==> config.mk <==
export PLATFORM = sky130hd
export DESIGN_NAME = shm_mailbox
export DESIGN_NICKNAME = d
export VERILOG_FILES = /design/src/rtl/shm_mailbox.sv
export SDC_FILE = /design/constraint.sdc
export NUM_CORES = 1
export LEC_CHECK = 0
export BUFFER_PORTS_ARGS = -buffer_cell sky130_fd_sc_hd__buf_2
export CAP_MARGIN = 40
export CORE_UTILIZATION = 60
export DETAILED_ROUTE_END_ITERATION = 6
export PLACE_DENSITY_LB_ADDON = 0.15
export REMOVE_ABC_BUFFERS = 1
export SYNTH_ARGS = -nofsm -noshare
export SYNTH_HDL_FRONTEND = slang
export SYNTH_SLANG_ARGS = --single-unit
==> constraint.sdc <==
create_clock -name clk -period 2.65 [get_ports clk]
set_input_delay 0.1325 -clock clk [delete_from_list [all_inputs] [get_ports clk]]
set_output_delay 0.1325 -clock clk [all_outputs]
set_load 0.02 [all_outputs]
==> src/rtl/shm_mailbox.sv <==
module shm_mailbox #(
  parameter int DWORDS  = 8,
  parameter int DW      = 32,
  parameter int OWN_BIT = 31,
  parameter int DIR_BIT = 7
) (
  input  logic                      clk,
  input  logic                      rst_n,
  input  logic                      req_in_reset,
  input  logic                      req_wr_en,
  input  logic [$clog2(DWORDS)-1:0] req_wr_idx,
  input  logic [DW-1:0]             req_wr_data,
  input  logic [$clog2(DWORDS)-1:0] req_rd_idx,
  output logic [DW-1:0]             req_rd_data,
  input  logic                      rsp_wr_en,
  input  logic [$clog2(DWORDS)-1:0] rsp_wr_idx,
  input  logic [DW-1:0]             rsp_wr_data,
  input  logic [$clog2(DWORDS)-1:0] rsp_rd_idx,
  output logic [DW-1:0]             rsp_rd_data,
  output logic                      owner_is_rsp,
  output logic                      handoff_pulse
);
  localparam int IDX_W = $clog2(DWORDS);
  localparam int HDR   = DWORDS - 1;
  localparam logic [DW-1:0] OWN_MASK = DW'(1) << OWN_BIT;

  logic [DW-1:0] mem [DWORDS];

  assign owner_is_rsp = mem[HDR][OWN_BIT];

  wire req_acc = req_wr_en & ~owner_is_rsp;
  wire rsp_acc = rsp_wr_en &  owner_is_rsp;
  wire req_hdr = req_acc & (req_wr_idx == IDX_W'(HDR));
  wire rsp_hdr = rsp_acc & (rsp_wr_idx == IDX_W'(HDR));
  wire rsp_ret = rsp_hdr & rsp_wr_data[DIR_BIT];

  for (genvar i = 0; i < DWORDS; i++) begin : g_dw
    if (i == HDR) begin : g_hdr
      always_ff @(posedge clk or negedge rst_n)
        if (!rst_n)
          mem[i] <= '0;
        else if (req_hdr)
          mem[i] <= req_wr_data | OWN_MASK;
        else if (rsp_hdr)
          mem[i] <= rsp_ret ? (rsp_wr_data & ~OWN_MASK) : (rsp_wr_data | OWN_MASK);
    end else begin : g_pay
      always_ff @(posedge clk or negedge rst_n)
        if (!rst_n)
          mem[i] <= '0;
        else if (req_acc && req_wr_idx == IDX_W'(i))
          mem[i] <= req_wr_data;
        else if (rsp_acc && rsp_wr_idx == IDX_W'(i))
          mem[i] <= rsp_wr_data;
    end
  end

  always_ff @(posedge clk or negedge rst_n)
    if (!rst_n) handoff_pulse <= 1'b0;
    else        handoff_pulse <= req_hdr | rsp_ret;

  assign req_rd_data = (req_in_reset && req_rd_idx == IDX_W'(HDR)) ? '1 : mem[req_rd_idx];
  assign rsp_rd_data = mem[rsp_rd_idx];
endmodule


Yosys cells after proc, flatten, opt, wreduce, memory -nomap -nowiden

Cells that the tools add are included.
Widths: inputs -> output; s select.

Output and inout port bits: 66
Logic and storage cells: 84
Input bits: 81
Bits in registers: 257

Magnitude comparators: 2
Bitwise operators: 9
Muxes and demuxes: 24
Equal/unequal tests: 15
Reduce and logical (&&, ||, !) cells: 25

Operator list:

| kind               | count |
|---|---|
| $mux 32            | 22 |
| $bmux 32 s3        | 2 |
| $eq 3x3->1 const B | 9 |
| $reduce_bool 2->1  | 8 |
| $logic_and 1x1->1  | 15 |
| $eq 3x2->1 const B | 4 |
| $ge 4x4->1 const B | 2 |
| $not 3->4          | 2 |
| $eq 3x1->1 const B | 2 |
| $logic_not 3->1    | 2 |
| $and 1x1->1        | 5 |
| $not 1->1          | 1 |
| $or 1x1->1         | 1 |

Logic depth before layout (Yosys ltp)

Depth in word-level cells: 6
Depth in mapped cells: 7
Depth with buffers taken out: 3

Worst setup path after synthesis

No wires, ideal clock.

Path kind: flip-flop to flip-flop
Start point: register mem (netlist bit owner_is_rsp)
End point: register mem[226] in the netlist's numbering
Setup time: 141 ps
Path buffers: 3
Required time: 2509 ps
Stages on the path, launching flop included: 7
Data arrival time: 1613 ps
Clock period less this slack: 1755 ps
Slack: 895 ps
Cell sequence: dfrtp_1 buf_2 or3b_1 clkbuf_1 clkbuf_1 nor3_1 a31oi_1

Cells in the longest elaborated chain, start to end: 4
Elaborated cells on any way between the ends: 7
Classes of those cells: mux (1); bitwise (3); reduce/logical (3)

RTL lines:

| element                                      | RTL line | source |
|---|---|---|
| from (decl)                                  | 27       | `logic [DW-1:0] mem [DWORDS];` |
| from (signal, indexed assignment)            | 43       | `mem[i] <= req_wr_data \| OWN_MASK;` |
| from (signal, indexed assignment)            | 45       | `mem[i] <= rsp_ret ? (rsp_wr_data & ~OWN_MASK) : (rsp_wr_data \| OWN_MASK);` |
| $not 1->1                                    | 31       | `wire req_acc = req_wr_en & ~owner_is_rsp;` |
| $and 1x1->1                                  | 31       |  |
| $logic_and 1x1->1                            | 50       | `else if (req_acc && req_wr_idx == IDX_W'(i))` |
| $mux 32 or $reduce_bool 2->1 (tied branches) | n/a      |  |

Parallel ways exist; a longest one is shown, timed or not.
A chain may end at the register's enable or synchronous reset.

Final worst setup path

Start point: register mem (netlist bit owner_is_rsp)
End point: register mem[157] in the netlist's numbering

Same word-level chain as after synthesis.

==> Flow_metrics.wiki <==
{| class="wikitable"
! Metric !! Value
|-
| Outcome || completed
|-
| Final period utilization || 0.972
|-
| Max stage delay on crit path || 0.59 ns
|-
| Core area || between 20,000 and 30,000 um2
|-
| Average wire per standard cell || around 28 um
|-
| Layout cells sized above 1 || 0.179
|-
| Final design utilization || 0.706
|-
| Final Hold Vio Count || 0
|-
| Peak VDD IR || 935 uV
|-
| Die width || 173 um
|-
| Clock Power Share || 0.211
|-
| Net load switching power || 7.63 mW
|-
| Maximum clock frequency || about 390 MHz
|-
| Hold Crit Start || req_wr_data[11]
|-
| Largest fanout of any net on the critical path || 15
|-
| Gate power share || 0.404
|-
| # H-tree levels || 1
|-
| Launching point of the worst reg2reg path || owner_is_rsp
|-
| Clock transition time at the flip-flop clock pins of the worst setup and hold paths || 0.07 ns
|-
| Internal power || 12.1 mW
|-
| Synth cell types || 31
|-
| CP cell instances || and3b_1 -> nand2_1 -> buf_4 -> a31oi_1 -> dlygate4sd3_1
|-
| Maximum number of pins on one net before global-route repair || roughly 130
|-
| Arrival time worst endpoint || between 3 and 4 ns
|-
| Total of endpoints with negative setup slack in the final report || 0
|-
| Number of top-level pins || approximately 150
|-
| Area overhead of the layout relative to synthesis || 15.5%
|-
| Number of vias in the routed layout || 18,800
|-
| Synth warnings || 0
|-
| TritonCTS clock tree || yes
|-
| Global-route wire length before repair || 105 mm
|-
| Critical path buffers and inverters || 2
|-
| GRT Total Usage || 0.447
|-
| Critical path endpoint category || flop
|-
| Routability congestion estimate from global placement || 0.872
|-
| Max-cap viol count || 0
|-
| Later-pin clock latency in the skew report || 0.57 ns
|-
| Total number of nets in the final design || 2,151
|-
| Num CTS Buffers || 29
|-
| Root cell of the clock tree || sky130_fd_sc_hd__clkbuf_16
|-
| Die span in y || 173 um
|-
| Most frequent cells in the layout || sky130_fd_sc_hd__o21ai_0 (280), sky130_fd_sc_hd__dfrtp_1 (256), sky130_fd_sc_hd__a31oi_1 (251), sky130_fd_sc_hd__nor3_1 (251), sky130_fd_sc_hd__nand2_1 (193)
|-
| Unrepaired setup endpoints after global routing || false
|-
| Max transition margin || 0.346
|-
| Final Max Tran Viols || 0
|-
| IO buf count || 146
|-
| Number of global-route vias before repair || 18,500
|-
| Standard-cell row count || 62
|-
| Number of DRC markers in iteration 0 || 3,044
|-
| Detailed Place HPWL || 38.0 mm
|-
| Static Leakage || 7.99 nW
|-
| Vias per std cell || 7.61
|-
| Worst hold path type || in2reg
|-
| Aggregate negative setup slack || 0 ns
|-
| Cell Pwr Density || around 1000 nW/um2
|-
| Total iterations of the first detailed-routing run || 6
|-
| Die area || around 30,000 um2
|-
| Cell Area, Synth || around 18,000 um2
|-
| Clock sink total || 257
|-
| Required arrival time at the worst endpoint || about 3 ns
|-
| DR DRC count || 0
|-
| Total Wirelength || about 70 mm
|-
| Sw frac || 0.387
|-
| Power share of the sequential group || 0.386
|-
| Buffers from clock root to sink, at most || 3
|-
| Start-to-end type of the worst setup path || reg2reg
|-
| Sequential cell area fraction in the yosys report || 0.366
|-
| Number of antenna violations at the first check in global routing || 1
|-
| Timing startpoint of the critical path || owner_is_rsp
|-
| Most common cell after layout, fill and taps aside || sky130_fd_sc_hd__o21ai_0
|-
| Starting density of the core || 0.611
|-
| Least-Margin Pin Slew || 0.981 ns
|-
| Mean cell area of the mapped netlist || 8.65 um2
|-
| Number of antenna diodes || 0
|-
| Crit-path slowest cell || sky130_fd_sc_hd__dlygate4sd3_1
|-
| Worst clock skew on the final layout || between 0.007 and 0.008 ns
|-
| Grt ovf || 0
|-
| Gate Count Post-Synth || just over 2,000
|-
| Yosys reg bits || 257
|-
| Kind of start point of the critical path || flop
|-
| Final ANT Viol Nets || 0
|-
| Largest delay contributor family on the critical path || buffers and inverters
|-
| Tmin final || 2.58 ns
|}
-- layout make-up --
| type | count | area (um2) |
|---|---|---|
| clock buffer | 47 | 883 |
| timing repair buffer | 285 | 2350 |
| fill | 2254 | 8460 |
| multi-input combinational | 1497 | 10100 |
| sequential | 257 | 6430 |
| tap | 384 | 480 |
| clock inverter | 5 | 78.8 |
-- cells by family (layout without fill, tap and decap cells) --
| family | count (synthesis) | in the layout | synth area share |
|---|---|---|---|
| AO/OA/AOI/OAI | 606 | 606 | 0.201 |
| buffers and inverters | 280 | 337 | 0.0649 |
| flip-flops | 257 | 257 | 0.366 |
| multiplexers | 224 | 224 | 0.175 |
| AND/OR/NAND/NOR | 666 | 667 | 0.193 |
-- state kept, by name, indices dropped and copies added, names as in the netlist --
register and flops:
handoff_pulse 1, owner_is_rsp 1, mem 255
-- cells in the mapped netlist --
| master | instances | area, um2 |
|---|---|---|
| sky130_fd_sc_hd__o21ai_1 | 4 | 20.0 |
| sky130_fd_sc_hd__nor3b_1 | 33 | 248 |
| sky130_fd_sc_hd__and3b_1 | 66 | 578 |
| sky130_fd_sc_hd__nand3_1 | 64 | 320 |
| sky130_fd_sc_hd__mux2i_1 | 128 | 1280 |
| sky130_fd_sc_hd__a21o_1 | 1 | 7.51 |
| sky130_fd_sc_hd__nand2_1 | 199 | 747 |
| sky130_fd_sc_hd__dfrtp_1 | 257 | 6430 |
| sky130_fd_sc_hd__a211o_1 | 32 | 280 |
| sky130_fd_sc_hd__nand2b_1 | 5 | 31.3 |
| sky130_fd_sc_hd__and3_1 | 4 | 25.0 |
| sky130_fd_sc_hd__a221o_1 | 3 | 30.0 |
| sky130_fd_sc_hd__o21ai_0 | 280 | 1400 |
| sky130_fd_sc_hd__a2bb2oi_1 | 2 | 17.5 |
| sky130_fd_sc_hd__nor2_1 | 34 | 128 |
| sky130_fd_sc_hd__a31oi_1 | 251 | 1570 |
| sky130_fd_sc_hd__or2_2 | 3 | 18.8 |
| sky130_fd_sc_hd__or3b_1 | 1 | 8.76 |
| sky130_fd_sc_hd__buf_6 | 3 | 33.8 |
| sky130_fd_sc_hd__mux4_2 | 64 | 1440 |
| sky130_fd_sc_hd__or2_1 | 2 | 12.5 |
| sky130_fd_sc_hd__and2_1 | 1 | 6.26 |
| sky130_fd_sc_hd__o22ai_1 | 32 | 200 |
| sky130_fd_sc_hd__nor3_1 | 251 | 1260 |
| sky130_fd_sc_hd__a22oi_1 | 1 | 7.51 |
| sky130_fd_sc_hd__clkbuf_1 | 182 | 683 |
| sky130_fd_sc_hd__nand3b_1 | 2 | 15.0 |
| sky130_fd_sc_hd__buf_1 | 40 | 150 |
| sky130_fd_sc_hd__mux2_2 | 32 | 360 |
| sky130_fd_sc_hd__nor2b_1 | 1 | 6.26 |
| sky130_fd_sc_hd__buf_2 | 55 | 275 |
-- per-layer routing --
layer  vias up  GRT usage  wire [um]
met2      1747      0.667      29700
met4         0      0.224       3470
met5         -          0          0
met3       339      0.117      10700
met1      9043      0.606      24200
li1       7704          -          -
-- path summary, 6_finish.rpt --
| kind | endpoint | slack (ns) | depth (start not counted) |
|---|---|---|---|
| max in group asynchronous | mem[157] | 1.61 | 3 |
| hold / removal | mem[171] | 0.006 | 3 |
| setup / recovery | mem[157] | 0.07 | 5 |
| min in group asynchronous | mem[180] | 0.11 | 2 |
| setup reg to reg | mem[157] | 0.07 | 5 |
| hold reg to reg | mem[19] | 0.55 | 1 |
-- worst min-delay path, cell delays in order --
cell and delay (ns):
sky130_fd_sc_hd__buf_2 0.18, sky130_fd_sc_hd__nor3_1 0.08, sky130_fd_sc_hd__a31oi_1 0.13
-- repair_timing --
action,in CTS,in global routing
setup buffers,0,0
hold buffers,75,0
endpoints found under the hold margin,218,0
resized for setup,0,1
endpoints found under the setup margin,0,10
-- power groups by stage --
stage | logic, mW | clock network (mW) | registers, mW
after global placement | 7.27 | 0 | 7.43
after detailed placement | 7.51 | 0 | 7.55
final | 7.96 | 4.15 | 7.61
after floorplan | 5.28 | 0 | 6.95
after CTS | 7.79 | 4.12 | 7.50
after global routing | 8.56 | 4.26 | 7.84
-- stage by stage --
stage / setup slack [ns] / hold slack [ns] / cells / power [mW] / cell area [um2]
final: 0.0730 / 0.00630 / 2475 / 19.7 / 20300
after floorplan: -1.53 / -0.163 / 1753 / 12.2 / 16400
after detailed placement: 0.549 / 0.149 / 2348 / 15.1 / 18600
after global routing: 0.0496 / 0.0409 / 2475 / 20.7 / 20300
after CTS: 0.0685 / 0.00577 / 2475 / 19.4 / 20300
after global placement: 0.626 / 0.153 / 2346 / 14.7 / 18600
Power figures use the tool's default switching activity.
